[config.mk]
export PLATFORM = sky130hd
export DESIGN_NAME = sync_master_rx
export DESIGN_NICKNAME = d
export VERILOG_FILES = /design/src/rtl/sync_master_rx.sv
export SDC_FILE = /design/constraint.sdc
export NUM_CORES = 1
export LEC_CHECK = 0
export BUFFER_PORTS_ARGS = -buffer_cell sky130_fd_sc_hd__buf_2
export CAP_MARGIN = 10
export CORE_ASPECT_RATIO = 0.5
export CORE_MARGIN = 3
export CORE_UTILIZATION = 57
export CTS_BUF_LIST = sky130_fd_sc_hd__clkbuf_16
export CTS_CLUSTER_SIZE = 10
export DETAILED_ROUTE_END_ITERATION = 16
export PLACE_DENSITY = 0.78
export SYNTH_ARGS = -nofsm -noshare
export SYNTH_HDL_FRONTEND = slang
export SYNTH_SLANG_ARGS = --single-unit
[constraint.sdc]
create_clock -name clk -period 3.5 [get_ports clk]
set_input_delay 0.7 -clock clk [delete_from_list [all_inputs] [get_ports clk]]
set_output_delay 0.7 -clock clk [all_outputs]
set_load 0.03 [all_outputs]
[src/rtl/sync_master_rx.sv]
`timescale 1ns/1ps
module sync_master_rx #(
  parameter int DIV_W = 8
) (
  input  logic             clk,
  input  logic             rst_n,
  input  logic             port_en,
  input  logic             cont_en,
  input  logic             single_req,
  input  logic             nine_bit,
  input  logic             rie,
  input  logic [DIV_W-1:0] div,
  input  logic             sdata,
  input  logic             data_rd,
  output logic             sclk,
  output logic [7:0]       rd_data,
  output logic             rx9d,
  output logic             rx_ready,
  output logic             overrun,
  output logic             single_busy,
  output logic             irq
);
  localparam int HW = DIV_W + 1;

  logic [HW-1:0] hcnt;
  logic [3:0]    bitcnt;
  logic [8:0]    sh;
  logic [8:0]    mem [2];
  logic          wp, rp;
  logic [1:0]    count;
  logic          ovr, single_q, cont_q;
  logic [8:0]    word;

  wire       run      = port_en && (cont_en || single_q) && !ovr;
  wire       half_end = (hcnt == {div, 1'b1});
  wire       fall     = run && half_end && sclk;
  wire [3:0] last_bit = nine_bit ? 4'd8 : 4'd7;
  wire       done     = fall && (bitcnt == last_bit);
  wire       push     = done && (count != 2'd2);
  wire       ovr_set  = done && (count == 2'd2);
  wire       pop      = port_en && data_rd && (count != 2'd0);

  always_comb begin
    word = sh;
    word[bitcnt] = sdata;
    if (!nine_bit) word[8] = 1'b0;
  end

  always_ff @(posedge clk or negedge rst_n) begin
    if (!rst_n) begin
      hcnt     <= '0;
      sclk     <= 1'b0;
      bitcnt   <= '0;
      sh       <= '0;
      wp       <= 1'b0;
      rp       <= 1'b0;
      count    <= '0;
      ovr      <= 1'b0;
      single_q <= 1'b0;
      cont_q   <= 1'b0;
      rd_data  <= '0;
    end else begin
      cont_q <= cont_en;
      if (pop) rd_data <= mem[rp][7:0];
      if (!port_en) begin
        hcnt     <= '0;
        sclk     <= 1'b0;
        bitcnt   <= '0;
        wp       <= 1'b0;
        rp       <= 1'b0;
        count    <= '0;
        ovr      <= 1'b0;
        single_q <= 1'b0;
      end else begin
        if (single_req) single_q <= 1'b1;
        if (done && !cont_en) single_q <= 1'b0;

        if (run) begin
          if (half_end) begin
            hcnt <= '0;
            sclk <= ~sclk;
          end else begin
            hcnt <= hcnt + 1'b1;
          end
        end else begin
          hcnt   <= '0;
          sclk   <= 1'b0;
          bitcnt <= '0;
        end

        if (fall) begin
          sh[bitcnt] <= sdata;
          bitcnt     <= done ? 4'd0 : bitcnt + 4'd1;
        end

        if (push) wp <= ~wp;
        if (pop)  rp <= ~rp;
        case ({push, pop})
          2'b10:   count <= count + 2'd1;
          2'b01:   count <= count - 2'd1;
          default: count <= count;
        endcase

        if (ovr_set) ovr <= 1'b1;
        else if (cont_q && !cont_en) ovr <= 1'b0;
      end
    end
  end

  always_ff @(posedge clk) begin
    if (push) mem[wp] <= word;
  end

  assign rx9d        = mem[rp][8];
  assign rx_ready    = (count != 2'd0);
  assign overrun     = ovr;
  assign single_busy = single_q;
  assign irq         = rx_ready && rie;

  p_no_overflow_r5: assert property (@(posedge clk) disable iff (!rst_n)
    count <= 2'd2);

  p_ovr_from_full_r7: assert property (@(posedge clk) disable iff (!rst_n)
    $rose(ovr) |-> (count == 2'd2 && $past(count) == 2'd2));

  p_halt_on_ovr_r7: assert property (@(posedge clk) disable iff (!rst_n)
    ovr |=> !sclk);

  p_ovr_sticky_r8: assert property (@(posedge clk) disable iff (!rst_n)
    (ovr && port_en && !(cont_q && !cont_en)) |=> ovr);

  p_single_end_r3: assert property (@(posedge clk) disable iff (!rst_n)
    $fell(single_q) |-> ($past(!port_en) || $past(done && !cont_en)));

  p_disable_idle_r10: assert property (@(posedge clk) disable iff (!rst_n)
    !port_en |=> (count == 2'd0 && !ovr && !single_q && !sclk));

  p_empty_read_r11: assert property (@(posedge clk) disable iff (!rst_n)
    (data_rd && count == 2'd0) |=> $stable(rd_data));
endmodule

; Yosys cells after proc, flatten, opt, wreduce, memory -nomap -nowiden
; Memory sizes are Yosys's and may differ from the RTL's.
; Index checks and enable logic that the tools add are counted.
; W data, S select, Z words.
[op_classes]
n_addsub = 4
n_lt_le_gt_ge = 2
n_eq_ne = 13
muxes = 29
bitwise_logic = 3
n_reduce_logical = 18
[op_table]
columns = op, n
row1 = $mux W9, 3
row2 = $mux W4, 5
row3 = $mux W1, 17
row4 = $logic_and A1 B1 Y1, 13
row5 = $add A9 B1 Y9 const B, 1
row6 = $bwmux W9, 1
row7 = $eq A9 B9 Y1, 1
row8 = $ne A3 B1 Y1 const B, 3
row9 = $ne A3 B2 Y1 const B, 2
row10 = $lt A4 B5 Y1 const B, 1
row11 = $add A4 B1 Y4 const B, 1
row12 = $demux W1 S4, 1
row13 = $eq A2 B2 Y1 const B, 2
row14 = $eq A4 B4 Y1, 1
row15 = $ge A4 B1 Y1 const B, 1
row16 = $ne A2 B1 Y1 const B, 2
row17 = $pmux W2 S2, 1
row18 = $not A1 Y1, 3
row19 = $add A2 B1 Y2 const B, 1
row20 = $eq A2 B1 Y1 const B, 1
row21 = $logic_not A1 Y1, 2
row22 = $mux W2, 1
row23 = $ne A2 B2 Y1 const B, 1
row24 = $reduce_and A2 Y1, 1
row25 = other kinds (3), 3
[word_totals]
register_bits = 38
ramBits = 18
in_bits = 17
out_inout_bits = 14
elab_cells = 81
memories = 1
[memory_table]
columns = name, depth, word_bits, read_ports, rd_ports_with_merged_regs, wr, line_no
row1 = mem, 2, 9, 1, 0, 1, 28  ; logic [8:0] mem [2];

; Longest topological paths before layout
[depth]
depth_word = 10
mapped_depth = 6
mapped_depth_nobuf = 6

; Worst setup path before layout
; OpenSTA, ideal clock, no wires.
[synth_path]
kind = input -> register
startpoint = input port div[1]
endpoint = memory mem[1][0], enable pin
setup_time_ns = 0.403
arrival_ns = 2.743
t_required_ns = 3.097
path_slack_ns = 0.355
cell_stages = 5
n_path_buf = 1
path_cell_list = xnor2_1 nand4_1 or4_1 buf_2 nor4b_1
[synth_between]
elab_chain_len = 7
[synth_lines]
columns = element, line_no
row1 = start: declaration, 12  ; input logic [DIV_W-1:0] div,
row2 = $eq A9 B9 Y1, 35  ; wire half_end = (hcnt == {div, 1'b1});
row3 = $logic_and A1 B1 Y1 (2 in series), 36  ; wire fall = run && half_end && sclk;
row4 = $logic_and A1 B1 Y1, 38  ; wire done = fall && (bitcnt == last_bit);
row5 = $logic_and A1 B1 Y1, 39  ; wire push = done && (count != 2'd2);
row6 = $mux W1, 111  ; if (push) mem[wp] <= word;
row7 = $mux W1 (not written as such), 111
row8 = end: declaration, 28
; Every way passes these cells.

; Worst setup path in the final report
[layout_path]
startpoint = input port div[6]
endpoint = memory mem[0][4], enable pin
; The elaborated chain is that of the path after synthesis.

==> impl_results.html <==
<table>
<tr><th>Metric</th><th>Value</th></tr>
<tr><th colspan="2">STA</th></tr>
<tr><td>Final critical delay including setup and external delays</td><td>between 2 and 3 ns</td></tr>
<tr><td>Final setup violation count</td><td>0</td></tr>
<tr><td>RSZ-0062 raised after global routing</td><td>no</td></tr>
<tr><td>Transition time of the tightest slew-check pin</td><td>0.851 ns</td></tr>
<tr><td>Max Freq</td><td>between 300 and 400 MHz</td></tr>
<tr><td>Total count of max-transition violations in the final report</td><td>0</td></tr>
<tr><td>Fin Clk Skew</td><td>0.00538 ns</td></tr>
<tr><td>Final Hold Viols</td><td>0</td></tr>
<tr><td>Summed negative setup slack over all endpoints</td><td>0 ns</td></tr>
<tr><td>Tightest slew margin relative to the limit</td><td>a little over two fifths</td></tr>
<tr><td>Fin crit share</td><td>between 70% and 80%</td></tr>
<tr><th colspan="2">Floorplanning</th></tr>
<tr><td>Starting Density</td><td>a little over three fifths</td></tr>
<tr><td>Total core area</td><td>4140 µm²</td></tr>
<tr><td>Number of I/O pins</td><td>31</td></tr>
<tr><td># rows</td><td>16</td></tr>
<tr><td>Die footprint</td><td>between 5000 and 6000 µm²</td></tr>
<tr><td>Vert. Die Dim</td><td>around 54 µm</td></tr>
<tr><td>Horizontal extent of the die</td><td>approximately 100 µm</td></tr>
<tr><th colspan="2">Routing</th></tr>
<tr><td>First-pass iteration count of the detailed router</td><td>4</td></tr>
<tr><td>Met1 wire length</td><td>about 2.2 mm</td></tr>
<tr><td>Remaining number of nets flagged by the antenna check after routing</td><td>0</td></tr>
<tr><td>Total routed wirelength</td><td>around 4.7 mm</td></tr>
<tr><td>Vias</td><td>1733</td></tr>
<tr><td>Metal3 WL</td><td>between 150 and 200 µm</td></tr>
<tr><td>WL per Instance</td><td>~15 µm</td></tr>
<tr><td>Detailed router's first-iteration violation count</td><td>84</td></tr>
<tr><td>Total DRC errors in the routed layout</td><td>0</td></tr>
<tr><td>Highest Signal Layer</td><td>met4</td></tr>
<tr><td>Met2 wire length</td><td>2.28 mm</td></tr>
<tr><td>Vias per cell</td><td>between 5 and 6</td></tr>
<tr><th colspan="2">CTS</th></tr>
<tr><td>Maximum level of the CTS H-tree</td><td>2</td></tr>
<tr><td>CTS tree</td><td>built</td></tr>
<tr><td>Number of resized instances in the post-cts repair step</td><td>0</td></tr>
<tr><td>Clock sink count</td><td>56</td></tr>
<tr><td>Number of buffers added for setup after CTS</td><td>0</td></tr>
<tr><td>CTS Root Buffer Type</td><td>clkbuf_16</td></tr>
<tr><td>Cts bufs inserted</td><td>5</td></tr>
<tr><td>Clock latency on the worst-skew pair</td><td>a little under 0.3 ns</td></tr>
<tr><td>Clock slew at the register clock pins of the worst setup and hold paths</td><td>0.07 ns</td></tr>
<tr><td>Hold buffer count at cts</td><td>0</td></tr>
<tr><td>Clock buffer depth</td><td>2</td></tr>
<tr><th colspan="2">Run status</th></tr>
<tr><td>Result of the run</td><td>complete, no violations</td></tr>
<tr><th colspan="2">Hold path</th></tr>
<tr><td>Type of the most critical hold path</td><td>flip-flop to flip-flop</td></tr>
<tr><td>Worst hold start</td><td>rd_data[4]</td></tr>
<tr><td>Capture endpoint of the worst hold path</td><td>rd_data[4]</td></tr>
<tr><td>Number of cells on the worst hold path</td><td>2</td></tr>
<tr><th colspan="2">Synthesis</th></tr>
<tr><td>FF+latch count, synth</td><td>56</td></tr>
<tr><td>Post-Syn Area per Cell</td><td>roughly 11 µm²</td></tr>
<tr><td>Cell taking the most area after synthesis</td><td>dfrtp_1</td></tr>
<tr><td>Synth top area share</td><td>between 30 and 40%</td></tr>
<tr><td>Most instantiated flip-flop cell in the synthesis netlist</td><td>dfrtp_1</td></tr>
<tr><td>Async set-or-reset flop fraction in the synthesized netlist</td><td>between 60% and 70%</td></tr>
<tr><td>Warnings, synthesis</td><td>0</td></tr>
<tr><td>Post-synthesis instance total</td><td>~230</td></tr>
<tr><td>Cell area after technology mapping</td><td>approximately 2600 µm²</td></tr>
<tr><td>Seq/Total Area, Yosys</td><td>between 50% and 60%</td></tr>
<tr><td>Number of synthesized flops with an enable pin</td><td>18</td></tr>
<tr><td>Synth cell types</td><td>36</td></tr>
<tr><td>Leading post-synthesis cells by cell area</td><td>dfrtp_1, edfxtp_1, mux2_2, xnor2_1, nand2_1</td></tr>
<tr><td>Synth Net Count</td><td>roughly 250</td></tr>
<tr><th colspan="2">Placed design</th></tr>
<tr><td>RD Place Congestion</td><td>between 0.8 and 0.9</td></tr>
<tr><td>HPWL after detailed placement</td><td>about 3.3 mm</td></tr>
<tr><td>Port buffer count</td><td>30</td></tr>
<tr><th colspan="2">Final layout</th></tr>
<tr><td>Final Net Count</td><td>between 200 and 300</td></tr>
<tr><td>Ratio of cells with drive above 1 in the final layout</td><td>a little under a quarter</td></tr>
<tr><td>Most common library cell in the layout ignoring fill and taps</td><td>dfrtp_1</td></tr>
<tr><td>Leading cell types in the layout, fill and taps excluded</td><td>dfrtp_1, buf_2, nand2_1</td></tr>
<tr><td>Fill cells</td><td>308</td></tr>
<tr><td>Register Area</td><td>between 1000 and 1500 µm²</td></tr>
<tr><td>Area growth, synth to finish</td><td>13.6%</td></tr>
<tr><td>Number of antenna cells inserted</td><td>0</td></tr>
<tr><td>Area taken by multi-input logic gates</td><td>1060 µm²</td></tr>
<tr><th colspan="2">Setup path</th></tr>
<tr><td>Launch point of the worst reg-to-reg path</td><td>hcnt[2]</td></tr>
<tr><td>Endpoint of the lowest-slack register-to-register path</td><td>mem[0][4]</td></tr>
<tr><td>Kind of capture point of the worst setup path</td><td>flip-flop</td></tr>
<tr><td>Worst Path Arrival</td><td>roughly 2.7 ns</td></tr>
<tr><td>Critical path start-end classification</td><td>input port to flip-flop</td></tr>
<tr><td>Worst setup SP type</td><td>input port</td></tr>
<tr><td>Count of cells along the worst register-to-register path</td><td>5</td></tr>
<tr><td>Worst-path maximum fanout</td><td>9</td></tr>
<tr><td>Worst Path Required</td><td>3.46 ns</td></tr>
<tr><td>Setup slack of the most critical reg-to-reg path</td><td>between 0.8 and 0.9 ns</td></tr>
<tr><th colspan="2">Global route</th></tr>
<tr><td>Gr usage total</td><td>about a fifth</td></tr>
<tr><td>Number of antenna violations at the first check in global routing</td><td>0</td></tr>
<tr><td>First-pass GRT wire length</td><td>roughly 8 mm</td></tr>
<tr><td>Number of global-route vias before repair</td><td>approximately 1700</td></tr>
<tr><td>Sum of overflow across all layers after global routing</td><td>0</td></tr>
<tr><td>Largest net degree at the start of global routing</td><td>39</td></tr>
<tr><th colspan="2">Power</th></tr>
<tr><td>Peak ir drop on the vdd network</td><td>244 µV</td></tr>
<tr><td>Power density relative to cell area</td><td>between 400 and 500 nW/µm²</td></tr>
<tr><td>Final total power</td><td>1210 µW</td></tr>
<tr><td>Static leakage power</td><td>~0.0013 µW</td></tr>
<tr><th colspan="2">Flow run</th></tr>
<tr><td>Max-capacitance violation count</td><td>0</td></tr>
</table>
[metal layers]
metal | global-route usage [%] | vias to the layer above
met1 | 24.4 | 839
met5 | 0 | -
met3 | 4.66 | 3
met4 | 5.08 | 0
met2 | 33.7 | 34
li1 | - | 857
[critical path, stage by stage]
cell	delay (ns)
buf_2	0.10
xnor2_1	0.19
nand4_1	0.16
or4_1	0.73
or4_4	0.48
inv_1	0.29
[stage by stage]
step / hold WS [ns] / instance area [µm²] / util [%] / std cells / worst slack (ns)
CTS: 0.482 / 2960 / 71.4 / 314 / 0.795
floorplan: 0.404 / 2610 / - / 227 / 0.355
global route: 0.514 / 2960 / 71.4 / 314 / 0.674
detailed placement: 0.466 / 2820 / 67.9 / 306 / 0.517
global placement: 0.456 / 2820 / 67.9 / 306 / 0.571
finish: 0.472 / 2960 / 71.4 / 314 / 0.804
[synth_stat cells (all sizes together) (5+ instances only)]
master / n
clkbuf: 5
nor2: 18
nor2b: 6
edfxtp: 18
xnor2: 13
mux2: 18
nand2: 26
inv: 8
dfrtp: 38
ha: 5
xor2: 5
mux2i: 8
o21ai: 13
nand3: 12
[power breakdown]
group          total (µW)  internal (µW)  switching, µW
Sequential            679            676           3.82
Clock                 490            264            226
Combinational        44.2           15.3           28.9
Total                1210            955            258
[sequential cells by signal (all words and copies together), names as in the netlist]
register	flops
sh	9
count	2
wp	1
hcnt	9
bitcnt	4
rd_data	8
single_busy	1
cont_q	1
rp	1
overrun	1
sclk	1
mem	18
[cell type report]
type / count / area share [%]
flip-flops and latches: 56 / 50.4
multi-input cells: 156 / 35.8
repair buffers: 32 / 5.58
clock buffers: 5 / 4.23
well taps: 54 / 2.28
inverters: 8 / 1.01
clock inverters: 3 / 0.676
[worst max path at each step]
| stage | cells past startpoint | slack, ns | end | start |
|---|---|---|---|---|
| after CTS | 6 | 0.80 | mem[0][4] | div[6] |
| after detailed placement | 6 | 0.52 | mem[0][4] | div[6] |
| after global placement | 6 | 0.57 | mem[0][5] | div[6] |
| after floorplan | 5 | 0.35 | mem[1][0] | div[1] |
| after global routing | 6 | 0.67 | mem[0][4] | div[6] |
| final | 6 | 0.80 | mem[0][4] | div[6] |
[cells by family (layout without fill, tap and decap cells)]
kind of cell | Yosys count | in the layout | synth area share (%)
multiplexers | 26 | 26 | 10.9
flip-flops | 56 | 56 | 57.3
buffers and inverters | 15 | 48 | 2.26
AND/OR/NAND/NOR | 79 | 79 | 14.5
XOR/XNOR | 18 | 18 | 6.05
adder cells (fa/ha/maj) | 5 | 5 | 2.40
AO/OA/AOI/OAI | 28 | 28 | 6.68
Power figures use the tool's default switching activity.
